[src/rtl/vsc_pkg.sv]
package vsc_pkg;

  localparam int NREF   = 4;
  localparam int DLY_W  = 8;
  localparam int CFG_W  = DLY_W + 8;

  localparam int REF_V  = 0;
  localparam int REF_H  = 1;
  localparam int REF_C  = 2;
  localparam int REF_F  = 3;

  typedef struct packed {
    logic [DLY_W-1:0] vs_dly;
    logic             clk_half;
    logic             yuv;
    logic             fmt16;
    logic             de_ext;
    logic [NREF-1:0]  inv;
  } vsc_cfg_t;

endpackage

[src/rtl/vsc_rst_sync.sv]
module vsc_rst_sync #(
  parameter int STAGES = 2
) (
  input  logic clk,
  input  logic arst_n,
  output logic srst_n
);

  logic [STAGES-1:0] sh_q;
  logic [STAGES-1:0] sh_d;

  always_comb begin
    sh_d = {sh_q[STAGES-2:0], 1'b1};
  end

  always_ff @(posedge clk or negedge arst_n) begin
    if (!arst_n) begin
      sh_q <= '0;
    end else begin
      sh_q <= sh_d;
    end
  end

  assign srst_n = sh_q[STAGES-1];

endmodule

[src/rtl/vsc_ref_cond.sv]
module vsc_ref_cond #(
  parameter int N = 4
) (
  input  logic         clk,
  input  logic         rst_n,
  input  logic [N-1:0] raw_i,
  input  logic [N-1:0] inv_i,
  output logic [N-1:0] cor_o,
  output logic [N-1:0] ref_q_o
);

  for (genvar g = 0; g < N; g++) begin : g_ch
    logic cor;
    logic ref_q;

    always_comb begin
      cor = raw_i[g] ^ inv_i[g];
    end

    always_ff @(posedge clk or negedge rst_n) begin
      if (!rst_n) begin
        ref_q <= 1'b0;
      end else begin
        ref_q <= cor;
      end
    end

    assign cor_o[g]   = cor;
    assign ref_q_o[g] = ref_q;
  end

endmodule

[src/rtl/vsc_de_sel.sv]
module vsc_de_sel (
  input  logic clk,
  input  logic rst_n,
  input  logic use_ext_i,
  input  logic ext_de_i,
  input  logic win_de_i,
  output logic de_o
);

  logic de_d;
  logic de_q;

  always_comb begin
    de_d = use_ext_i ? ext_de_i : win_de_i;
  end

  always_ff @(posedge clk or negedge rst_n) begin
    if (!rst_n) begin
      de_q <= 1'b0;
    end else begin
      de_q <= de_d;
    end
  end

  assign de_o = de_q;

endmodule

[src/rtl/vsc_vs_delay.sv]
module vsc_vs_delay #(
  parameter int DLY_W     = 8,
  parameter int STEP_LOG2 = 3
) (
  input  logic             clk,
  input  logic             rst_n,
  input  logic             ref_cor_i,
  input  logic             ref_q_i,
  input  logic [DLY_W-1:0] dly_i,
  output logic             pulse_o
);

  localparam int CNT_W = DLY_W + STEP_LOG2;
  localparam logic [CNT_W-1:0] CNT_ONE = CNT_W'(1);

  logic             rise;
  logic [CNT_W-1:0] cnt_q;
  logic [CNT_W-1:0] cnt_d;
  logic             cnt_en;
  logic             pulse_d;
  logic             pulse_q;

  // rising edge of the corrected reference, seen one stage early
  always_comb begin
    rise = ref_cor_i & ~ref_q_i;
  end

  always_comb begin
    cnt_d   = cnt_q;
    pulse_d = 1'b0;
    cnt_en  = rise | (cnt_q != '0);
    if (rise) begin
      if (dly_i == '0) begin
        pulse_d = 1'b1;
        cnt_d   = '0;
      end else begin
        cnt_d = {dly_i, {STEP_LOG2{1'b0}}};
      end
    end else if (cnt_q != '0) begin
      cnt_d = cnt_q - CNT_ONE;
      if (cnt_q == CNT_ONE) begin
        pulse_d = 1'b1;
      end
    end
  end

  always_ff @(posedge clk or negedge rst_n) begin
    if (!rst_n) begin
      cnt_q <= '0;
    end else if (cnt_en) begin
      cnt_q <= cnt_d;
    end
  end

  always_ff @(posedge clk or negedge rst_n) begin
    if (!rst_n) begin
      pulse_q <= 1'b0;
    end else begin
      pulse_q <= pulse_d;
    end
  end

  assign pulse_o = pulse_q;

endmodule

[src/rtl/vid_sync_cond.sv]
module vid_sync_cond
  import vsc_pkg::*;
#(
  parameter int STEP_LOG2   = 3,
  parameter int SYNC_STAGES = 2
) (
  input  logic             clk,
  input  logic             rst_n,
  input  logic [CFG_W-1:0] cfg_i,
  input  logic             vref_i,
  input  logic             href_i,
  input  logic             cref_i,
  input  logic             field_i,
  input  logic             ext_de_i,
  input  logic             win_de_i,
  output logic             vref_o,
  output logic             href_o,
  output logic             cref_o,
  output logic             field_o,
  output logic             de_o,
  output logic             vsync_o,
  output logic             fmt16_o,
  output logic             yuv_o,
  output logic             clk_half_o
);

  vsc_cfg_t        cfg;
  logic            rst_sn;
  logic [NREF-1:0] raw;
  logic [NREF-1:0] cor;
  logic [NREF-1:0] ref_q;

  assign cfg = vsc_cfg_t'(cfg_i);

  always_comb begin
    raw        = '0;
    raw[REF_V] = vref_i;
    raw[REF_H] = href_i;
    raw[REF_C] = cref_i;
    raw[REF_F] = field_i;
  end

  vsc_rst_sync #(
    .STAGES (SYNC_STAGES)
  ) u_rst (
    .clk    (clk),
    .arst_n (rst_n),
    .srst_n (rst_sn)
  );

  vsc_ref_cond #(
    .N (NREF)
  ) u_ref (
    .clk     (clk),
    .rst_n   (rst_sn),
    .raw_i   (raw),
    .inv_i   (cfg.inv),
    .cor_o   (cor),
    .ref_q_o (ref_q)
  );

  vsc_de_sel u_de (
    .clk       (clk),
    .rst_n     (rst_sn),
    .use_ext_i (cfg.de_ext),
    .ext_de_i  (ext_de_i),
    .win_de_i  (win_de_i),
    .de_o      (de_o)
  );

  vsc_vs_delay #(
    .DLY_W     (DLY_W),
    .STEP_LOG2 (STEP_LOG2)
  ) u_vs (
    .clk       (clk),
    .rst_n     (rst_sn),
    .ref_cor_i (cor[REF_V]),
    .ref_q_i   (ref_q[REF_V]),
    .dly_i     (cfg.vs_dly),
    .pulse_o   (vsync_o)
  );

  assign vref_o     = ref_q[REF_V];
  assign href_o     = ref_q[REF_H];
  assign cref_o     = ref_q[REF_C];
  assign field_o    = ref_q[REF_F];
  assign fmt16_o    = cfg.fmt16;
  assign yuv_o      = cfg.yuv;
  assign clk_half_o = cfg.clk_half;

endmodule

[config.mk]
export PLATFORM = sky130hd
export DESIGN_NAME = vid_sync_cond
export DESIGN_NICKNAME = d
export VERILOG_FILES = /design/src/rtl/vsc_pkg.sv /design/src/rtl/vsc_rst_sync.sv /design/src/rtl/vsc_ref_cond.sv /design/src/rtl/vsc_de_sel.sv /design/src/rtl/vsc_vs_delay.sv /design/src/rtl/vid_sync_cond.sv
export SDC_FILE = /design/constraint.sdc
export NUM_CORES = 1
export LEC_CHECK = 0
export CAP_MARGIN = 20
export CORE_MARGIN = 2
export CORE_UTILIZATION = 29
export CTS_CLUSTER_SIZE = 16
export DETAILED_ROUTE_END_ITERATION = 8
export GPL_ROUTABILITY_DRIVEN = 0
export PLACE_DENSITY = 0.56
export RECOVER_POWER = 100
export SLEW_MARGIN = 20
export SYNTH_ARGS = -nofsm -noshare
export SYNTH_HDL_FRONTEND = slang
export SYNTH_SLANG_ARGS = --single-unit
[constraint.sdc]
create_clock -name clk -period 0.8 [get_ports clk]
set_input_delay 0.24 -clock clk [delete_from_list [all_inputs] [get_ports clk]]
set_output_delay 0.24 -clock clk [all_outputs]
set_load 0.02 [all_outputs]
==> results.yml, run 1 <==
worst_setup_path:
  path_delay_family: "simple AND/OR/NAND/NOR gates"
  worstPathArrival_ps: 1770
  slowest_stage: "or4_4"
  cp_slowest_stage_delay_ps: 580
  worstSetupPathType: "reg -> reg"
  end_kind: "flop"
  worstPathRequired_ps: 1000
  critPathLaunchType: "flop"
  cp_cell_sequence: "or4_4 -> nor4_4 -> mux2i_1 -> o21ai_1"
  crit_fanout: 4
  cp.buffers_inverters: 0
layout:
  drive_above_1_share: 0.354
  diodes: 0
  final_cells: 188
  areaGrowthSynthToFinish_pct: 64.7
  final_cell_mix: "27 x buf_4, 19 x dfrtp_1, 13 x clkdlybuf4s50_1, 9 x nand2_1, 7 x buf_6"
  fin_nets: 171
  postLayoutCellArea_um2: 1530
  final_common_cell: "buf_4"
clock_network:
  cts-hold-fix-buffers: 0
  cts_max_path_buffers: 2
  clk_latency_ps: 300
  cts_tree: "built"
  root_buffer: "clkbuf_4"
  numCtsBuffers: 3
  cts_max_level: 1
  cts.reportedPaths.clkPinSlew_ps: 110
  cts.sink_count: 19
synth:
  syn_inst: 87
  ys.flop_type: "dfrtp_1"
  ys_warn_count: 0
  ys_types: 32
  syn_area_per_cell_um2: 10.7
  synth_edf_count: 0
  synth_seq_cells: 19
  async_flop_share: 1.00
  yosysSeqAreaShare: 0.512
  synth_area_um2: 928
  synth_nets: 113
floorplan:
  placementRows: 20
  pin_count: 33
  core_um2: 3050
  die_w_um: 60.6
  start_util: 0.304
  dieHeight_um: 60.6
  dieArea_um2: 3670
outcome:
  status: "finished, violations left"
  violations: "negative setup slack"
global_routing:
  grt_overflow: 0
  grt_use_met2: 0.269
  met1_usage: 0.175
  antenna_found_initial: 0
  grt_use_total: 0.148
  top_usage_layer: "met2"
  grt_pass1_vias: 922
  grt_max_degree: 13
  grt_use_met3: 0.0341
  grt_pass1_wl_um: 4030
pwr:
  p_sw_frac: 0.358
  p_int_mw: 2.59
  power_leakage_nw: 0.689
  clockPowerShare: 0.126
  power.switching_mw: 1.44
  ir_drop_mv: 1.12
  power_density_nw_per_um2: 2630
  seq_power_share: 0.351
  pwr-share-comb: 0.523
placed_design:
  place.port_buffers: 26
  dpl-instance-area_um2: 1450
  dp_hpwl_um: 1850
  dp.cells: 181
timing:
  hold_viol: 0
  rsz0062_at_grt: "true"
  fmax_mhz: 638
  slew_violations: 0
  period_share: 1.96
  fin_skew_ps: 2.96
  setup_viol: 18
  fin_crit_ps: 1570
  worst_slack_ps: -768
  holdWs_ps: 148
worst_hold_path:
  hp-class: "in -> async"
route:
  routed_via_density: 4.46
  drc_errors: 0
  wl_per_cell_um: 12.7
  first_iter_violations: 13
  ant_nets: 0
  vias: 838
  dr.pass1.iters: 4
  wl_um: 2390
flow_run:
  cap_violations: 0
-- power groups by stage --
stage / clock network [mW] / logic, mW / registers [mW]
floorplan: 0 / 0.827 / 1.60
global placement: 0 / 1.94 / 1.43
detailed placement: 0 / 1.95 / 1.43
CTS: 0.521 / 2.10 / 1.42
global route: 0.566 / 2.30 / 1.45
finish: 0.509 / 2.11 / 1.41
-- Yosys cell counts (3+ instances only) --
cell type	n	area, µm²
nand2_1	10	37.5
nor2_1	4	15.0
o21ai_1	6	30.0
nand3_1	3	15.0
xor2_1	6	52.6
dfrtp_1	19	475
inv_1	4	15.0
buf_4	3	22.5
xnor2_1	3	26.3
-- flip-flops by register name, indices dropped and copies added (netlist names) --
name,count
u_de.de_o,1
u_ref.g_ch.ref_q,4
u_rst.sh_q,2
u_vs.cnt_q,11
u_vs.pulse_o,1
-- routing by layer --
| layer | wire length [µm] | share of wire |
|---|---|---|
| met4 | 20 | 0.0084 |
| met1 | 974 | 0.41 |
| met2 | 1230 | 0.51 |
| met5 | 0 | 0 |
| met3 | 166 | 0.069 |
-- kinds of logic after synthesis --
kind of cell	Yosys count	share of synthesized area
adder cells (fa/ha/maj)	2	0.0269
other	1	0.00404
AO/OA/AOI/OAI	15	0.101
XOR/XNOR	9	0.0849
buffers and inverters	8	0.0458
flip-flops	19	0.512
multiplexers	3	0.0337
AND/OR/NAND/NOR	30	0.191
-- worst reg2reg max path, delay by kind of cell, from the launching register on --
kind / cells / cell delay [ps]
compound gates: 1 / 70
flops: 1 / 420
simple gates: 2 / 750
mux: 1 / 220
-- final timing paths --
kind	slack, ps	to	from	cells after the start
worst max-delay path	-770	u_vs.cnt_q[7]	u_vs.cnt_q[0]	4
max in group asynchronous	310	u_vs.cnt_q[4]	u_rst.sh_q[1]	1
min in group clk	290	u_de.de_o	cfg_i[4]	2
worst min-delay path	150	u_rst.sh_q[0]	rst_n	1
worst max register to register	-770	u_vs.cnt_q[7]	u_vs.cnt_q[0]	4
worst min register to register	210	u_ref.g_ch[0].ref_q	u_rst.sh_q[1]	1
-- per-stage QoR --
step | worst slack (ps) | power (mW) | TNS [ps] | utilization
2_1_floorplan | -695 | 2.43 | -7260 | -
3_3_place_gp | -782 | 3.36 | -12120 | 0.475
3_5_place_dp | -823 | 3.38 | -12440 | 0.475
4_1_cts | -755 | 4.03 | -9550 | 0.497
5_1_grt | -864 | 4.32 | -10840 | 0.501
6_report | -768 | 4.03 | -9480 | 0.501
-- layout make-up --
type	count	area (µm²)
fillers	314	1520
flip-flops and latches	19	475
multi-input cells	60	455
inverters	4	15.0
well taps	44	55.1
repair buffers	57	502
clock buffers	4	26.3
-- timing repair --
| action | 4_1_cts | 5_1_grt |
|---|---|---|
| cloned | 0 | 0 |
| pin swaps | 7 | 3 |
| gates resized for setup | 41 | 4 |
| setup buffers | 2 | 1 |
| endpoints found under the setup margin | 19 | 19 |
Note: power is estimated with default switching activity, not from simulation.
==> run 2: changes to the inputs <==
--- a/config.mk
+++ b/config.mk
@@ -5,14 +5,13 @@
 export SDC_FILE = /design/constraint.sdc
 export NUM_CORES = 1
 export LEC_CHECK = 0
-export CAP_MARGIN = 20
 export CORE_MARGIN = 2
 export CORE_UTILIZATION = 29
 export CTS_CLUSTER_SIZE = 16
 export DETAILED_ROUTE_END_ITERATION = 8
 export GPL_ROUTABILITY_DRIVEN = 0
-export PLACE_DENSITY = 0.56
-export RECOVER_POWER = 100
+export PLACE_DENSITY = 0.58
+export RECOVER_POWER = 25
 export SLEW_MARGIN = 20
 export SYNTH_ARGS = -nofsm -noshare
 export SYNTH_HDL_FRONTEND = slang
==> constraint.sdc (replaced) <==
create_clock -name clk -period 1.3 [get_ports clk]
set_input_delay 0.39 -clock clk [delete_from_list [all_inputs] [get_ports clk]]
set_output_delay 0.39 -clock clk [all_outputs]
set_load 0.02 [all_outputs]
==> results.yml, run 2 (synthesis results as in run 1) <==
outcome:
  status: "finished, violations left"
  violations: "negative setup slack"
worst_hold_path:
  hp-class: "reg -> async"
flow_run:
  cap_violations: 0
timing:
  rsz0062_at_grt: "true"
  fmax_mhz: 640
  period_share: 1.20
  slew_violations: 0
  fin_skew_ps: 0.613
  holdWs_ps: 122
  fin_crit_ps: 1560
  fin_setup_tns_ps: -2120
  setup_viol: 12
  hold_viol: 0
  worst_slack_ps: -263
clock_network:
  clk_latency_ps: 300
  cts_max_level: 1
  cts_tree: "built"
  numCtsBuffers: 3
  cts-hold-fix-buffers: 0
  cts.reportedPaths.clkPinSlew_ps: 110
  root_buffer: "clkbuf_4"
  cts_max_path_buffers: 2
  cts.sink_count: 19
worst_setup_path:
  cp_slowest_stage_delay_ps: 580
  end_kind: "flop"
  cp.buffers_inverters: 0
  path_delay_family: "simple AND/OR/NAND/NOR gates"
  worstSetupPathType: "reg -> reg"
  slowest_stage: "or4_4"
  worstPathRequired_ps: 1500
  worstPathArrival_ps: 1760
  crit_fanout: 4
  critPathLaunchType: "flop"
  cp_cell_sequence: "or4_4 -> nor4_4 -> mux2i_1 -> o21ai_1"
global_routing:
  antenna_found_initial: 0
  grt_use_total: 0.135
  grt_max_degree: 13
  grt_pass1_wl_um: 3620
  grt_pass1_vias: 862
  grt_overflow: 0
pwr:
  power_leakage_nw: 0.662
  power_density_nw_per_um2: 1720
  ir_drop_mv: 0.644
layout:
  largest_register_ffs: 11
  final_common_cell: "buf_4"
  final_core_util: 0.499
  postLayoutCellArea_um2: 1520
  fill_cells: 306
  drive_above_1_share: 0.417
  final_cell_mix: "23 x buf_4, 19 x clkdlybuf4s50_1, 19 x dfrtp_1, 8 x nand2_1, 7 x o21ai_2"
  reg.largest.list: "u_vs.cnt_q x11, u_ref.g_ch.ref_q x4, u_rst.sh_q x2"
  areaGrowthSynthToFinish_pct: 64.0
  diodes: 0
  fin_nets: 166
  final_cells: 183
  top_register: "u_vs.cnt_q"
placed_design:
  dpl-instance-area_um2: 1430
  dp.cells: 176
  dp_hpwl_um: 1730
  place.port_buffers: 26
route:
  routed_via_density: 4.49
  first_iter_violations: 11
  wl_per_cell_um: 12.3
  dr.pass1.iters: 4
  ant_nets: 0
  vias: 821
  wl_um: 2240
  drc_errors: 0
floorplan:
  die_w_um: 60.6
  dieHeight_um: 60.6
  dieArea_um2: 3670
  placementRows: 20
  start_util: 0.304
  pin_count: 33
  core_um2: 3050
run 2: changes by cell type in the layout (fill, tap and decap cells not counted), moves of 2 or more:
cell / previous run / this run
clkdlybuf4s50_1: 13 / 19
o21ai_1: 6 / 1
dlygate4sd3_1: 4 / 1
buf_4: 27 / 23
dlymetal6s2s_1: 2 / 0
buf_6: 7 / 2
buf_2: 0 / 6
o21ai_2: 1 / 7
run 2: timing repair:
item	4_1_cts	5_1_grt
setup endpoints to repair	18	12
resized for setup	38	4
setup buffers	2	1
pin swaps	6	5
run 2: stage by stage:
step	power (mW)	worst slack [ps]
after floorplan	1.49	-195
after global placement	2.05	-431
after detailed placement	2.08	-487
after CTS	2.57	-260
after global routing	2.81	-298
final	2.62	-263
run 2: path summary, 6_finish.rpt:
path | startpoint | endpoint | slack, ps | cells after the start
worst max register to register | u_vs.cnt_q[0] | u_vs.cnt_q[7] | -260 | 4
max in group asynchronous | u_rst.sh_q[1] | u_vs.cnt_q[8] | 820 | 1
worst min register to register | u_rst.sh_q[1] | u_ref.g_ch[2].ref_q | 120 | 0
worst max-delay path | u_vs.cnt_q[0] | u_vs.cnt_q[7] | -260 | 4
min in group clk | u_rst.sh_q[0] | u_rst.sh_q[1] | 360 | 0
worst min-delay path | u_rst.sh_q[1] | u_ref.g_ch[2].ref_q | 120 | 0
run 2: layout make-up:
cell class	count	area [µm²]	area share
clock buffer	4	26.3	0.0173
multi-input combinational	60	505	0.332
sequential	19	475	0.312
inverter	4	15.0	0.00986
tap	44	55.1	0.0362
timing repair buffer	52	445	0.293
run 2: power breakdown:
part	switching, mW	leakage [nW]	internal [mW]
sequential	0.115	0.230	0.758
combinational	0.652	0.417	0.792
clock	0.183	0.0150	0.120
total	0.950	0.662	1.67
run 2: metal layers:
metal	global-route usage	part of all wire	wire (µm)
met1	0.156	0.40	899
met5	0	0	0
met4	0.0590	0.017	39
met2	0.238	0.52	1160
met3	0.0320	0.065	145
